`src/rtl/tmr_pkg.sv`:
```
package tmr_pkg;
  typedef struct packed {
    logic ext;
    logic oneshot;
    logic up;
  } chan_cfg_t;

  localparam logic [7:0] OFS_GLB     = 8'h00;
  localparam logic [7:0] OFS_CON     = 8'h10;
  localparam logic [7:0] OFS_RUN     = 8'h18;
  localparam logic [7:0] OFS_RLD     = 8'h20;
  localparam logic [7:0] OFS_CNT     = 8'h28;
  localparam logic [7:0] CH_STRIDE   = 8'h20;
  localparam logic [7:0] OFS_RST_EN  = 8'hE0;
  localparam logic [7:0] OFS_RST_MAP = 8'hE4;
  localparam logic [7:0] OFS_IEN_CLR = 8'hF0;
  localparam logic [7:0] OFS_IEN_SET = 8'hF4;
  localparam logic [7:0] OFS_STS     = 8'hFC;

  function automatic logic [7:0] ch_ofs(input logic [7:0] base, input int unsigned n);
    return base + 8'(n) * CH_STRIDE;
  endfunction
endpackage

```
`src/rtl/tmr_prescaler.sv`:
```
module tmr_prescaler #(
  parameter int DIVW = 8
) (
  input  logic            clk,
  input  logic            rst_n,
  input  logic [DIVW-1:0] div,
  input  logic            suspend,
  output logic            tick_o
);
  logic [DIVW-1:0] pc_q, pc_d, last;

  always_comb begin
    last   = (div == '0) ? '0 : div - 1'b1;
    tick_o = !suspend && (pc_q >= last);
    if (suspend)     pc_d = pc_q;
    else if (tick_o) pc_d = '0;
    else             pc_d = pc_q + 1'b1;
  end

  always_ff @(posedge clk or negedge rst_n) begin
    if (!rst_n) pc_q <= '0;
    else        pc_q <= pc_d;
  end

  // a tick with a divider above one is never followed directly by another
  assert_tick_spacing_R2: assert property (@(posedge clk) disable iff (!rst_n)
    (tick_o && div > 1) |=> (!tick_o || div <= 1));
endmodule

```
`src/rtl/tmr_channel.sv`:
```
module tmr_channel
  import tmr_pkg::*;
#(
  parameter int CW = 32
) (
  input  logic          clk,
  input  logic          rst_n,
  input  logic          pre_tick,
  input  logic          ext_tick,
  input  logic          suspend,
  input  chan_cfg_t     cfg,
  input  logic          run_wr,
  input  logic [2:0]    run_data,
  input  logic          rld_wr,
  input  logic [CW-1:0] wdata,
  output logic [CW-1:0] cnt_o,
  output logic [CW-1:0] rld_o,
  output logic          en_o,
  output logic          expire_o
);
  logic [CW-1:0] cnt_q, cnt_d, rld_q, rld_d, start_val;
  logic          en_q, en_d, src_tick, at_term;

  always_comb begin
    src_tick  = cfg.ext ? (ext_tick && !suspend) : pre_tick;
    at_term   = cfg.up ? (cnt_q == rld_q) : (cnt_q == '0);
    start_val = cfg.up ? '0 : rld_q;
    expire_o  = en_q && src_tick && !run_wr && at_term;

    rld_d = rld_wr ? wdata : rld_q;
    en_d  = en_q;
    cnt_d = cnt_q;
    if (run_wr) begin
      if (run_data[1])      en_d = 1'b0;
      else if (run_data[0]) en_d = 1'b1;
      if (run_data[2])      cnt_d = start_val;
    end else if (en_q && src_tick) begin
      if (at_term) begin
        if (cfg.oneshot) en_d = 1'b0;
        else             cnt_d = start_val;
      end else begin
        cnt_d = cfg.up ? cnt_q + 1'b1 : cnt_q - 1'b1;
      end
    end
  end

  always_ff @(posedge clk or negedge rst_n) begin
    if (!rst_n) begin
      cnt_q <= '0;
      rld_q <= '0;
      en_q  <= 1'b0;
    end else begin
      cnt_q <= cnt_d;
      rld_q <= rld_d;
      en_q  <= en_d;
    end
  end

  assign cnt_o = cnt_q;
  assign rld_o = rld_q;
  assign en_o  = en_q;

  assert_oneshot_stop_R5: assert property (@(posedge clk) disable iff (!rst_n)
    (expire_o && cfg.oneshot) |=> !en_o);
  assert_down_reload_R3: assert property (@(posedge clk) disable iff (!rst_n)
    (expire_o && !cfg.up && !cfg.oneshot) |=> (cnt_o == $past(rld_o)));
  assert_hold_no_tick_R8: assert property (@(posedge clk) disable iff (!rst_n)
    (!run_wr && !src_tick) |=> $stable(cnt_o));
endmodule

```
`src/rtl/tmr_irq_rst.sv`:
```
module tmr_irq_rst #(
  parameter int NCH  = 3,
  parameter int NCPU = 4,
  parameter int SELW = 2
) (
  input  logic                 clk,
  input  logic                 rst_n,
  input  logic [NCH-1:0]       expire,
  input  logic [NCH-1:0]       ien_set,
  input  logic [NCH-1:0]       ien_clr,
  input  logic [NCH-1:0]       sts_clr,
  input  logic                 arm_wr,
  input  logic [NCPU-1:0]      arm_cpu_d,
  input  logic                 arm_glb_d,
  input  logic                 map_wr,
  input  logic [NCPU*SELW-1:0] map_d,
  output logic [NCH-1:0]       ien_o,
  output logic [NCH-1:0]       sts_o,
  output logic [NCH-1:0]       irq_o,
  output logic [NCPU-1:0]      arm_cpu_o,
  output logic                 arm_glb_o,
  output logic [NCPU*SELW-1:0] map_o,
  output logic [NCPU-1:0]      cpu_rst_o
);
  localparam int NSEL = 1 << SELW;

  logic [NCH-1:0]       ien_q, ien_d, sts_q, sts_d;
  logic [NCPU-1:0]      arm_q, arm_d, rst_q, rst_d;
  logic                 glb_q, glb_d;
  logic [NCPU*SELW-1:0] map_q, map_dn;
  logic [NSEL-1:0]      hit_w;

  always_comb begin
    hit_w = '0;
    hit_w[NCH-1:0] = expire & ien_q;
    ien_d  = (ien_q | ien_set) & ~ien_clr;
    sts_d  = (sts_q & ~sts_clr) | expire;
    arm_d  = arm_wr ? arm_cpu_d : arm_q;
    glb_d  = arm_wr ? arm_glb_d : glb_q;
    map_dn = map_wr ? map_d : map_q;
    for (int k = 0; k < NCPU; k++)
      rst_d[k] = glb_q && arm_q[k] && hit_w[map_q[k*SELW +: SELW]];
  end

  always_ff @(posedge clk or negedge rst_n) begin
    if (!rst_n) begin
      ien_q <= '0;
      sts_q <= '0;
      arm_q <= '0;
      glb_q <= 1'b0;
      map_q <= '0;
      rst_q <= '0;
    end else begin
      ien_q <= ien_d;
      sts_q <= sts_d;
      arm_q <= arm_d;
      glb_q <= glb_d;
      map_q <= map_dn;
      rst_q <= rst_d;
    end
  end

  assign ien_o     = ien_q;
  assign sts_o     = sts_q;
  assign irq_o     = sts_q & ien_q;
  assign arm_cpu_o = arm_q;
  assign arm_glb_o = glb_q;
  assign map_o     = map_q;
  assign cpu_rst_o = rst_q;

  for (genvar i = 0; i < NCH; i++) begin : g_sts_chk
    assert_expiry_wins_R10: assert property (@(posedge clk) disable iff (!rst_n)
      expire[i] |=> sts_o[i]);
    assert_clear_works_R10: assert property (@(posedge clk) disable iff (!rst_n)
      (sts_clr[i] && !expire[i]) |=> !sts_o[i]);
  end

  for (genvar k = 0; k < NCPU; k++) begin : g_rst_chk
    assert_rst_armed_R11: assert property (@(posedge clk) disable iff (!rst_n)
      cpu_rst_o[k] |-> $past(arm_glb_o && arm_cpu_o[k]));
  end
endmodule

```
`src/rtl/tmr_wdog_top.sv`:
```
module tmr_wdog_top
  import tmr_pkg::*;
#(
  parameter int NCH  = 3,
  parameter int NCPU = 4,
  parameter int CW   = 32,
  parameter int DIVW = 8
) (
  input  logic            clk,
  input  logic            rst_n,
  input  logic            bus_sel,
  input  logic            bus_we,
  input  logic [7:0]      bus_addr,
  input  logic [31:0]     bus_wdata,
  output logic [31:0]     bus_rdata,
  input  logic            ext_tick,
  output logic [NCH-1:0]  irq,
  output logic [NCPU-1:0] cpu_rst
);
  localparam int SELW = (NCH < 2) ? 1 : $clog2(NCH);

  logic [1:0]            rs_q;
  logic                  rst_n_s;
  logic                  wr;
  logic                  susp_q, susp_d;
  logic [DIVW-1:0]       div_q, div_d;
  logic                  pre_tick;
  chan_cfg_t             cfg_q [NCH];
  chan_cfg_t             cfg_d [NCH];
  logic [NCH-1:0]        con_wr, run_wr, rld_wr, ch_en, expire;
  logic [CW-1:0]         ch_cnt [NCH];
  logic [CW-1:0]         ch_rld [NCH];
  logic [NCH-1:0]        ien_set, ien_clr, sts_clr, ien, sts;
  logic [NCPU-1:0]       arm_cpu;
  logic                  arm_glb;
  logic [NCPU*SELW-1:0]  map;

  // reset: asserted at once, released after two clock edges
  always_ff @(posedge clk or negedge rst_n) begin
    if (!rst_n) rs_q <= 2'b00;
    else        rs_q <= {rs_q[0], 1'b1};
  end
  assign rst_n_s = rs_q[1];

  assign wr = bus_sel && bus_we;

  always_comb begin
    susp_d = susp_q;
    div_d  = div_q;
    if (wr && bus_addr == OFS_GLB) begin
      susp_d = bus_wdata[4];
      div_d  = bus_wdata[8 +: DIVW];
    end
  end

  always_ff @(posedge clk or negedge rst_n_s) begin
    if (!rst_n_s) begin
      susp_q <= 1'b0;
      div_q  <= '0;
    end else begin
      susp_q <= susp_d;
      div_q  <= div_d;
    end
  end

  tmr_prescaler #(.DIVW(DIVW)) i_presc (
    .clk(clk), .rst_n(rst_n_s), .div(div_q), .suspend(susp_q), .tick_o(pre_tick)
  );

  for (genvar n = 0; n < NCH; n++) begin : g_ch
    assign con_wr[n] = wr && bus_addr == ch_ofs(OFS_CON, n);
    assign run_wr[n] = wr && bus_addr == ch_ofs(OFS_RUN, n);
    assign rld_wr[n] = wr && bus_addr == ch_ofs(OFS_RLD, n);

    always_comb begin
      cfg_d[n] = cfg_q[n];
      if (con_wr[n]) begin
        cfg_d[n].up      = bus_wdata[1];
        cfg_d[n].oneshot = bus_wdata[3];
        cfg_d[n].ext     = bus_wdata[4];
      end
    end

    always_ff @(posedge clk or negedge rst_n_s) begin
      if (!rst_n_s) cfg_q[n] <= '0;
      else          cfg_q[n] <= cfg_d[n];
    end

    tmr_channel #(.CW(CW)) i_ch (
      .clk(clk), .rst_n(rst_n_s), .pre_tick(pre_tick), .ext_tick(ext_tick),
      .suspend(susp_q), .cfg(cfg_q[n]), .run_wr(run_wr[n]),
      .run_data(bus_wdata[2:0]), .rld_wr(rld_wr[n]), .wdata(bus_wdata[CW-1:0]),
      .cnt_o(ch_cnt[n]), .rld_o(ch_rld[n]), .en_o(ch_en[n]), .expire_o(expire[n])
    );

    assign ien_set[n] = wr && bus_addr == OFS_IEN_SET && bus_wdata[2*n];
    assign ien_clr[n] = wr && bus_addr == OFS_IEN_CLR && bus_wdata[2*n];
    assign sts_clr[n] = wr && bus_addr == OFS_STS     && bus_wdata[2*n];

    assert_stop_wins_R6: assert property (@(posedge clk) disable iff (!rst_n_s)
      (run_wr[n] && bus_wdata[1]) |=> !ch_en[n]);
  end

  tmr_irq_rst #(.NCH(NCH), .NCPU(NCPU), .SELW(SELW)) i_irq (
    .clk(clk), .rst_n(rst_n_s), .expire(expire),
    .ien_set(ien_set), .ien_clr(ien_clr), .sts_clr(sts_clr),
    .arm_wr(wr && bus_addr == OFS_RST_EN), .arm_cpu_d(bus_wdata[NCPU-1:0]),
    .arm_glb_d(bus_wdata[6]),
    .map_wr(wr && bus_addr == OFS_RST_MAP), .map_d(bus_wdata[NCPU*SELW-1:0]),
    .ien_o(ien), .sts_o(sts), .irq_o(irq),
    .arm_cpu_o(arm_cpu), .arm_glb_o(arm_glb), .map_o(map), .cpu_rst_o(cpu_rst)
  );

  always_comb begin
    bus_rdata = '0;
    unique case (bus_addr)
      OFS_GLB: begin
        bus_rdata[4]         = susp_q;
        bus_rdata[8 +: DIVW] = div_q;
      end
      OFS_IEN_CLR, OFS_IEN_SET:
        for (int n = 0; n < NCH; n++) bus_rdata[2*n] = ien[n];
      OFS_STS:
        for (int n = 0; n < NCH; n++) bus_rdata[2*n] = sts[n];
      OFS_RST_EN: begin
        bus_rdata[NCPU-1:0] = arm_cpu;
        bus_rdata[6]        = arm_glb;
      end
      OFS_RST_MAP: bus_rdata[NCPU*SELW-1:0] = map;
      default:
        for (int n = 0; n < NCH; n++) begin
          if (bus_addr == ch_ofs(OFS_CON, n)) begin
            bus_rdata[1] = cfg_q[n].up;
            bus_rdata[3] = cfg_q[n].oneshot;
            bus_rdata[4] = cfg_q[n].ext;
          end
          if (bus_addr == ch_ofs(OFS_RUN, n)) bus_rdata[0] = ch_en[n];
          if (bus_addr == ch_ofs(OFS_RLD, n)) bus_rdata[CW-1:0] = ch_rld[n];
          if (bus_addr == ch_ofs(OFS_CNT, n)) bus_rdata[CW-1:0] = ch_cnt[n];
        end
    endcase
  end
endmodule

```
`config.mk`:
```
export PLATFORM = sky130hd
export DESIGN_NAME = tmr_wdog_top
export DESIGN_NICKNAME = d
export VERILOG_FILES = /design/src/rtl/tmr_pkg.sv /design/src/rtl/tmr_prescaler.sv /design/src/rtl/tmr_channel.sv /design/src/rtl/tmr_irq_rst.sv /design/src/rtl/tmr_wdog_top.sv
export SDC_FILE = /design/constraint.sdc
export NUM_CORES = 1
export LEC_CHECK = 0
export BUFFER_PORTS_ARGS = -buffer_cell sky130_fd_sc_hd__buf_2
export CAP_MARGIN = 20
export CELL_PAD_IN_SITES_DETAIL_PLACEMENT = 2
export CELL_PAD_IN_SITES_GLOBAL_PLACEMENT = 2
export CORE_ASPECT_RATIO = 1.25
export CORE_MARGIN = 2
export CORE_UTILIZATION = 25
export CTS_CLUSTER_SIZE = 12
export DETAILED_ROUTE_END_ITERATION = 10
export HOLD_SLACK_MARGIN = 0.15
export PLACE_DENSITY = 0.59
export SYNTH_ARGS = -nofsm -noshare
export SYNTH_HDL_FRONTEND = slang
export SYNTH_SLANG_ARGS = --single-unit
```
`constraint.sdc`:
```
create_clock -name clk -period 7.8 [get_ports clk]
set_input_delay 0.39 -clock clk [delete_from_list [all_inputs] [get_ports clk]]
set_output_delay 0.39 -clock clk [all_outputs]
set_load 0.005 [all_outputs]
```
==> results.cfg, run 1 <==
[cells_and_area]
nNetsFinal = 2219
stdcell_count = 3047
design_area_sq_um = 20800
fill_cells = 8115
multi_input_area_sq_um = 11400
areaGrowthSynthToFinish_pct = 15.2
final-seq-area_sq_um = 6160
drive_gt1_share_pct = 16.5

[sta]
fin_ws_ps = 2930
rsz0062_at_grt = no
hold_ws_ps = 172
drv_slew = 0
finalClockSkew_ps = 12.8
fmax_mhz = 205
fin_crit_sh_pct = 62.4
relSlewSlack_pct = 29.7
worst_pin_slew_ps = 1050
setup_viol = 0
hold_viol = 0
fin_crit_ps = 4870
fin_setup_tns_ps = 0

[clocking]
postCtsSetupBuffers = 0
cts_root_buf = clkbuf_16
clkTransAtPathRegs_ps = 60
cts-hold-fix-buffers = 13
cts_inserted_buffers = 31
clkSinkCount = 246
cts_resized = 0
tritoncts = yes
cts_max_level = 1
clock_latency_ps = 580
clockBufferDepth = 3

[worst_setup_path]
start_kind = flop
path_cells = or4_1 > or4_1 > and2_1 > ha_1 > nand2b_1 > a21o_1 > a21oi_1 > o311ai_0 > buf_4 > o21a_1 > a22o_2 > buf_4 > clkinv_1 > or3_1 > nand3_1
end_kind = flop
crit_fanout = 48
worst_ep_required_time_ps = 8300
reg2reg_to = g_ch[2].i_ch.cnt_o[0]$_DFFE_PN0P_
arrival_ps = 5370
r2r_start = div_q[5]$_DFFE_PN0P_
cp_top_family = simple AND/OR/NAND/NOR gates
critPathKind = flop to flop
cp_num_buf_inv = 3
crit_path_max_incr_delay_ps = 610
cp_slowest_cell = or4_1
reg2reg_depth = 15
rrSetupSlack_ps = 2930

[pwr]
p_leak_nw = 9.46
ir_drop_mv = 0.123
power_density_nw_per_um2 = 376

[synthesis]
synth_area_sq_um = 18100
async_flop_share_pct = 100
synth_area_per_cell_sq_um = 8.98
synth_cell_types = 85
syn_nets = 2162
synth-seq-area-share_pct = 34.0
synth_cells = 2014
yosysWarningCount = 0
synth_edf_count = 0
synthFlopType = dfrtp_1
ys_ff_latch = 246

[detailed_routing]
drtIter0Drc = 1082
dr_total_vias = 16800
drc_errors = 0
drt_wl_total_um = 79500
viasPerCell = 5.51
drt_first_pass_iters = 8
ant_nets = 0
wl_per_cell_um = 26.1

[placement]
dp_slack_ps = 2980
gp_congestion = 0.865
port_buffers = 83
place_inst = 2976
post-dp-hpwl_um = 60400
postPlaceCellArea_sq_um = 19600

[floorplanning]
start_util_pct = 25.2
rows = 110
fp.dieW_um = 245
die_area_sq_um = 74600
dieHeight_um = 305
ios = 84
fp.coreArea_sq_um = 71800

[job]
cap_violations = 0

[global_routing]
antenna_found_initial = 2
grt-ovfl-total = 0
grt_pass1_vias = 18100
globalRouteTotalUtil_pct = 21.1
grt_max_degree = 169
grt_pass1_wl_um = 121000

[outcome]
status = completed

[min_path]
min_path_type = flop to async pin
per-layer routing:
metal / share of wire, % / track usage (%)
met1: 44 / 27.5
met2: 49 / 36.6
met3: 3.5 / 1.75
met4: 3.5 / 6.75
met5: 0 / 0
through the flow:
step                power [mW]  util (%)
floorplan                 4.97         -
global placement          6.14      27.2
detailed placement        6.25      27.2
CTS                       7.93      29.0
global route              8.51      29.0
finish                    7.84      29.0
layout make-up:
cell class	instances	area share, %
Clock inverter	18	1.42
Tap cell	952	5.71
Inverter	37	0.666
Antenna cell	1	0.0120
Timing Repair Buffer	124	3.76
Sequential cell	246	29.6
Multi-Input combinational cell	1631	54.9
Clock buffer	38	3.99
registers in the layout, summed over array words and instances, names as in the netlist:
register and cells:
i_irq.sts_o 3, g_ch.i_ch.rld_o 96, i_presc.pc_q 8, i_irq.arm_glb_o 1, div_q 8, i_irq.ien_o 3, susp_q 1, rs_q 2
g_ch.i_ch.en_o 3, i_irq.cpu_rst_o 4, i_irq.map_o 8, i_irq.arm_cpu_o 4, g_ch.i_ch.cnt_o 96, cfg_q 9
cell usage after synthesis (10+ instances only):
| cell | number | area, sq um |
|---|---|---|
| a21oi_1 | 175 | 876 |
| mux2i_1 | 19 | 190 |
| nor2b_1 | 11 | 68.8 |
| o21ai_0 | 74 | 370 |
| and2_1 | 17 | 106 |
| or4_1 | 10 | 75.1 |
| dfrtp_1 | 246 | 6160 |
| nand2_1 | 125 | 469 |
| nor3_1 | 28 | 140 |
| nand2b_1 | 13 | 81.3 |
| buf_2 | 13 | 65.1 |
| o21bai_1 | 14 | 105 |
| a221o_1 | 18 | 180 |
| mux2_2 | 134 | 1510 |
| o21a_1 | 26 | 195 |
| o211ai_1 | 13 | 97.6 |
| nor4_1 | 32 | 200 |
| nand3_1 | 66 | 330 |
| a222oi_1 | 34 | 340 |
| inv_1 | 35 | 131 |
| nand4_1 | 31 | 194 |
| a211oi_1 | 19 | 143 |
| xnor2_1 | 118 | 1030 |
| a22oi_1 | 13 | 97.6 |
| and3_1 | 14 | 87.6 |
| xor2_1 | 64 | 561 |
| ha_1 | 100 | 1250 |
| clkbuf_1 | 77 | 289 |
| nor2_1 | 232 | 871 |
| a21o_1 | 42 | 315 |
| a31oi_1 | 70 | 438 |
worst register-to-register path: stages (launching register included):
cell      delay, ps
dfrtp_1         430
or4_1           610
or4_1           550
and2_1          220
ha_1            260
nand2b_1        100
a21o_1          120
a21oi_1          70
o311ai_0        330
buf_4           200
o21a_1          130
a22o_2          130
buf_4           420
clkinv_1        620
or3_1           510
nand3_1         100
cells by family (layout without fill, tap and decap cells):
logic type | after synthesis | in the layout | share of synthesized area, %
and+or+nand+nor | 615 | 615 | 16.0
AOI/OAI and AO/OA | 577 | 577 | 21.5
DFF | 246 | 246 | 34.0
xor gates and xnor gates | 182 | 182 | 8.81
muxes | 153 | 153 | 9.39
buffers and inverters | 137 | 217 | 2.97
adders and majority gates | 103 | 103 | 7.25
other | 1 | 2 | 0.0207
cell usage in the layout (no fill, tap or decap), types with 11 or more instances in the layout:
cell type and n:
dfrtp_1 245, nor2_1 228, a21oi_1 175, mux2_2 134, nand2_1 125, xnor2_1 118, ha_1 100, buf_2 83
o21ai_0 74, a31oi_1 70, nand3_1 66, xor2_1 64, a21o_1 42, a222oi_1 34, inv_1 32, nor4_1 31
nand4_1 31, clkbuf_16 31, o21a_1 26, nor3_1 25, buf_4 25, mux2i_1 19, a211oi_1 19, a221o_1 18
and2_1 17, and3_1 14, o21bai_1 14, dlygate4sd3_1 14, nand2b_1 13, a22oi_1 13, o211ai_1 13, nor2b_1 11
power by group:
group / leakage (nW) / internal [mW] / switching, mW
combinational: 5.58 / 1.84 / 2.39
clock: 0.553 / 1.02 / 0.610
sequential: 3.33 / 1.48 / 0.497
worst max path at each step:
stage | start | end | slack, ps | depth (start not counted)
after global placement | div_q[4]$_DFFE_PN0P_ | g_ch[2].i_ch.cnt_o[0]$_DFFE_PN0P_ | 3070 | 15
after floorplan | rs_q[1]$_DFF_PN0_ | cfg_q[0]$_DFFE_PN0P_ | 440 | 0
after detailed placement | div_q[5]$_DFFE_PN0P_ | g_ch[2].i_ch.cnt_o[0]$_DFFE_PN0P_ | 2980 | 15
after CTS | div_q[5]$_DFFE_PN0P_ | g_ch[2].i_ch.cnt_o[0]$_DFFE_PN0P_ | 2930 | 15
final | div_q[5]$_DFFE_PN0P_ | g_ch[2].i_ch.cnt_o[0]$_DFFE_PN0P_ | 2930 | 15
after global routing | div_q[4]$_DFFE_PN0P_ | g_ch[2].i_ch.cnt_o[0]$_DFFE_PN0P_ | 2590 | 15
Note: power is estimated with default switching activity, not from simulation.
==> run 2, diff against run 1 <==
ABC_AREA = 1   (was unset)
PLACE_DENSITY = 0.67   (was 0.59)
clock period = 4.4 ns   (was 7.8 ns; I/O delays follow)
==> results.cfg, run 2 <==
[clocking]
tritoncts = yes
postCtsSetupBuffers = 0
cts_max_level = 2
cts_inserted_buffers = 34
cts_root_buf = clkbuf_16
clkSinkCount = 246
clockBufferDepth = 3
clock_latency_ps = 570
clkTransAtPathRegs_ps = 60

[worst_setup_path]
r2r_start = div_q[0]$_DFFE_PN0P_
path_cells = inv_1 > ha_1 > nand2_1 > nor2_1 > inv_1 > nor2_1 > inv_1 > nor2_1 > inv_1 > nand2_1 > ha_1 > nand2_1 > nor2_1 > nand4_1 > nand3_1 > nand2_2 > a21oi_2 > nand2_4 > nand2_2 > buf_6 > nand3_1 > nand2_1 > inv_1
critPathKind = flop to flop
cp_slowest_cell = dfrtp_1
arrival_ps = 4270
cp_num_buf_inv = 6
rrSetupSlack_ps = 580
end_kind = flop
worst_ep_required_time_ps = 4840
crit_path_max_incr_delay_ps = 400
start_kind = flop
reg2reg_depth = 23
path_common_cell = inv_1
cp_top_family = simple AND/OR/NAND/NOR gates
crit_fanout = 39
reg2reg_to = g_ch[0].i_ch.cnt_o[28]$_DFFE_PN0P_

[pwr]
p_sw_mw = 7.08
p_leak_nw = 13.1
cellInternalPower_mw = 6.85
finalPower_mw = 13.9
swShare_pct = 50.8
p_comb_share_pct = 55.7
ir_drop_mv = 0.360
p_clk_share_pct = 22.2
power_density_nw_per_um2 = 545
seq_power_share_pct = 22.1

[min_path]
min_path_cells = 3
holdPathEnd = g_ch[1].i_ch.rld_o[26]$_DFFE_PN0P_
min_path_type = input pin to flop
min-delay-start = bus_wdata[26]

[sta]
rsz0062_at_grt = no
fin_setup_tns_ps = 0
fmax_mhz = 262
relSlewSlack_pct = 32.7
fin_crit_sh_pct = 86.9
hold_viol = 0
finalClockSkew_ps = 33.1
setup_viol = 0
fin_crit_ps = 3820
worst_pin_slew_ps = 1010
drv_slew = 0

[global_routing]
globalRouteTotalUtil_pct = 24.3
antenna_found_initial = 6
grt-ovfl-total = 0
grt_pass1_wl_um = 169000
grt_pass1_vias = 27100
grt_max_degree = 87

[synthesis]
synthTopCellsByCount = 1413 x nand2_1, 526 x inv_1, 309 x nor2_1
synth_cells = 3701
synth_top_cells_by_area = dfrtp_1 28%, nand2_1 24%, inv_1 8.9%, nand3_1 6.1%, ha_1 5.6%
synth_area_sq_um = 22300
synth_area_per_cell_sq_um = 6.02
yosysWarningCount = 0
synth_edf_count = 0
yosysTopAreaCell = dfrtp_1
async_flop_share_pct = 100
ys_ff_latch = 246
synth_cell_types = 51
syn_nets = 3849
synth_top_area_share_pct = 27.6
synth_most_common_cell = nand2_1
synth-seq-area-share_pct = 27.6
synthFlopType = dfrtp_1

[cells_and_area]
nNetsFinal = 3944
layout_common_cells = 1411 x nand2_1, 526 x inv_1, 307 x nor2_1
final_util_pct = 28.9
drive_gt1_share_pct = 6.20
design_area_sq_um = 25600
stdcell_count = 5001
areaGrowthSynthToFinish_pct = 14.8
final_common_cell = nand2_1

[job]
cap_violations = 0

[detailed_routing]
drt_wl_total_um = 112000
wl_per_cell_um = 22.3
drc_errors = 0
drt_first_pass_iters = 5
dr_total_vias = 24900
drtIter0Drc = 1279
viasPerCell = 4.97
ant_nets = 0

[floorplanning]
fp.coreArea_sq_um = 88400
fp.dieW_um = 271
rows = 122
die_area_sq_um = 91500
dieHeight_um = 338
start_util_pct = 25.2
ios = 84

[placement]
gp_congestion = 0.896
place_inst = 4912
postPlaceCellArea_sq_um = 24100
port_buffers = 83
post-dp-hpwl_um = 90500

[outcome]
status = completed
-- run 2: tightest hold or removal path, cell delays in order --
cell     delay [ps]
buf_2            80
inv_1           170
o21ai_0         210
-- run 2: how the worst max path moves through the flow --
stage / end / slack, ps / start / depth (start not counted)
floorplan: cfg_q[0]$_DFFE_PN0P_ / 360 / rs_q[1]$_DFF_PN0_ / 0
global placement: g_ch[2].i_ch.cnt_o[31]$_DFFE_PN0P_ / 590 / div_q[0]$_DFFE_PN0P_ / 22
detailed placement: g_ch[2].i_ch.cnt_o[31]$_DFFE_PN0P_ / 460 / div_q[0]$_DFFE_PN0P_ / 22
CTS: g_ch[2].i_ch.cnt_o[31]$_DFFE_PN0P_ / 420 / div_q[0]$_DFFE_PN0P_ / 22
global route: g_ch[0].i_ch.cnt_o[25]$_DFFE_PN0P_ / 90 / div_q[0]$_DFFE_PN0P_ / 23
finish: g_ch[0].i_ch.cnt_o[28]$_DFFE_PN0P_ / 580 / div_q[0]$_DFFE_PN0P_ / 23
-- run 2: layout make-up --
type	count	area, sq um
clock buffers	50	1020
diodes	3	7.51
flip-flops and latches	246	6160
repair buffers	148	1030
well taps	1178	1470
fillers	11100	62800
clock inverters	10	194
multi-input cells	2828	13700
inverters	538	2020
-- run 2: routing by layer --
metal	GRT usage, %	up-vias	routed length, um
li1	-	11900	-
met1	30.1	12400	48500
met2	44.5	363	56600
met3	1.97	147	2890
met4	7.34	4	3520
met5	0	-	27
-- run 2: repair_timing --
action / 4_1_cts / 5_1_grt
endpoints found under the hold margin: 68 / 0
resized for setup: 0 / 2
setup endpoints to repair: 0 / 3
hold buffers: 25 / 0
-- run 2: kinds of logic after synthesis --
logic type,count (synthesis),share of synthesized area [%]
XOR/XNOR,92,3.62
buffers and inverters,627,11.1
AND/OR/NAND/NOR,2164,40.2
other,1,0.0168
flip-flops,246,27.6
AO/OA/AOI/OAI,468,11.6
adder cells (fa/ha/maj),103,5.89
-- run 2: power groups by stage --
stage | Combinational [mW] | Sequential (mW) | Clock (mW)
6_report | 7.77 | 3.08 | 3.09
5_1_grt | 8.91 | 3.12 | 3.22
4_1_cts | 7.88 | 3.08 | 3.15
3_5_place_dp | 7.80 | 3.12 | 0
3_3_place_gp | 7.63 | 3.10 | 0
2_1_floorplan | 5.30 | 2.84 | 0
-- run 2: stage by stage --
step	hold WS, ps	setup slack, ps
floorplan	-75.6	362
global placement	6.43	590
detailed placement	11.2	465
CTS	152	419
global route	153	93.5
finish	175	578
==> run 3, diff against run 2 <==
CELL_PAD_IN_SITES_DETAIL_PLACEMENT = unset   (was 2)
CELL_PAD_IN_SITES_GLOBAL_PLACEMENT = unset   (was 2)
PLACE_DENSITY = 0.42   (was 0.67)
==> results.cfg, run 3 (synthesis gave the netlist of run 2 again) <==
[sta]
worst_pin_slew_ps = 990
finalClockSkew_ps = 36.2
fin_ws_ps = 545
fin_setup_tns_ps = 0
fin_crit_sh_pct = 87.6
hold_ws_ps = 174
hold_viol = 0
drv_slew = 0
setup_viol = 0
rsz0062_at_grt = no
fin_crit_ps = 3860
fmax_mhz = 259
relSlewSlack_pct = 33.3

[floorplanning]
fp.coreArea_sq_um = 88400
fp.dieW_um = 271
dieHeight_um = 338
start_util_pct = 25.2
die_area_sq_um = 91500
rows = 122
ios = 84

[placement]
post-dp-hpwl_um = 80400
dp_slack_ps = 564
port_buffers = 83
place_inst = 4910
gp_congestion = 0.959
postPlaceCellArea_sq_um = 24000

[global_routing]
antenna_found_initial = 2
grt-ovfl-total = 0
grt_pass1_wl_um = 149000
top_usage_layer = met2
gr-usage-met1_pct = 27.5
grt_max_degree = 151
grt_use_met2_pct = 37.8
globalRouteTotalUtil_pct = 21.5
use_met3_pct = 1.42
grt_pass1_vias = 23200

[clocking]
clock_latency_ps = 620
cts_root_buf = clkbuf_16
tritoncts = yes
clkSinkCount = 246
cts_max_level = 1
cts_resized = 0
cts_inserted_buffers = 30
clockBufferDepth = 3
clkTransAtPathRegs_ps = 60

[detailed_routing]
drtIter0Drc = 1616
dr_total_vias = 23600
wl_per_cell_um = 19.9
drc_errors = 0
viasPerCell = 4.71
ant_nets = 0
drt_first_pass_iters = 6
drt_wl_total_um = 99600

[cells_and_area]
final_common_cell = nand2_1
drive_gt1_share_pct = 5.94
areaGrowthSynthToFinish_pct = 14.2
nNetsFinal = 3951
layout_common_cells = 1411 x nand2_1, 526 x inv_1, 307 x nor2_1
stdcell_count = 5001
design_area_sq_um = 25400

[worst_setup_path]
crit_path_max_incr_delay_ps = 470
path_cells = inv_1 > ha_1 > nand2_1 > nor2_1 > inv_1 > nor2_1 > inv_1 > nor2_1 > inv_1 > nand2_1 > ha_1 > nand2_1 > nor2_1 > nand4_1 > nand3_1 > nand2_2 > a21oi_2 > nand2_4 > nand2_4 > nand3_1 > nand2_1 > inv_1
critPathKind = flop to flop
crit_fanout = 41
cp_slowest_cell = nand2_4
end_kind = flop
cp_top_family = simple AND/OR/NAND/NOR gates
worst_ep_required_time_ps = 4910
path_common_cell = inv_1
start_kind = flop
arrival_ps = 4360
cp_num_buf_inv = 5

[min_path]
min_path_type = input pin to flop

[job]
cap_violations = 0

[pwr]
p_leak_nw = 13.0
power_density_nw_per_um2 = 515
ir_drop_mv = 0.428

[outcome]
status = completed
[run 3: cell types whose count changed in the layout (fill, tap and decap cells not counted), sizes merged]
| cell | previous run | this run |
|---|---|---|
| dlygate4sd3 | 25 | 37 |
| clkbuf | 50 | 41 |
| bufinv | 5 | 3 |
| clkinv | 5 | 7 |
| diode | 3 | 1 |
| buf | 123 | 122 |
| clkinvlp | 0 | 1 |
| inv | 538 | 537 |
[run 3: power by group]
part,switching (mW),internal (mW)
clock network,1.10,1.52
logic,5.04,2.43
registers,0.507,2.52
total,6.65,6.47
[run 3: what timing repair did]
action                    CTS  global route
hold buffers               37             0
buffers inserted            0             0
hold endpoints to repair   96             0
[run 3: stage by stage]
| step | power (mW) | utilization, % |
|---|---|---|
| after floorplan | 8.14 | - |
| after global placement | 10.5 | 27.2 |
| after detailed placement | 10.5 | 27.2 |
| after CTS | 13.2 | 28.7 |
| after global routing | 14.4 | 28.8 |
| final | 13.1 | 28.8 |
[run 3: routing by layer]
layer | vias up | share of wire [%]
met2 | 490 | 49
met3 | 142 | 3.3
li1 | 11900 | -
met5 | - | 0
met1 | 11000 | 44
met4 | 0 | 4.1
[run 3: final timing paths]
check,depth (start not counted),from,slack (ps),end
worst max-delay path,22,div_q[0]$_DFFE_PN0P_,540,g_ch[2].i_ch.cnt_o[31]$_DFFE_PN0P_
worst min-delay path,3,bus_wdata[29],170,g_ch[2].i_ch.rld_o[29]$_DFFE_PN0P_
worst max register to register,22,div_q[0]$_DFFE_PN0P_,540,g_ch[2].i_ch.cnt_o[31]$_DFFE_PN0P_
worst min register to register,0,rs_q[0]$_DFF_PN0_,370,rs_q[1]$_DFF_PN0_
max in group asynchronous,1,rs_q[1]$_DFF_PN0_,3130,g_ch[1].i_ch.rld_o[26]$_DFFE_PN0P_
min in group asynchronous,1,rs_q[1]$_DFF_PN0_,410,div_q[3]$_DFFE_PN0P_
[run 3: worst min-delay path, delay by kind of cell]
family | cells | cell delay [ps]
buf+inv | 2 | 300
compound gates | 1 | 230
[run 3: layout make-up]
| type | instances | area [sq um] |
|---|---|---|
| multi-input combinational | 2828 | 13700 |
| tap | 1178 | 1470 |
| inverter | 538 | 2020 |
| antenna | 1 | 2.50 |
| fill | 10000 | 62900 |
| clock inverter | 10 | 143 |
| timing repair buffer | 159 | 1130 |
| sequential | 246 | 6160 |
| clock buffer | 41 | 852 |
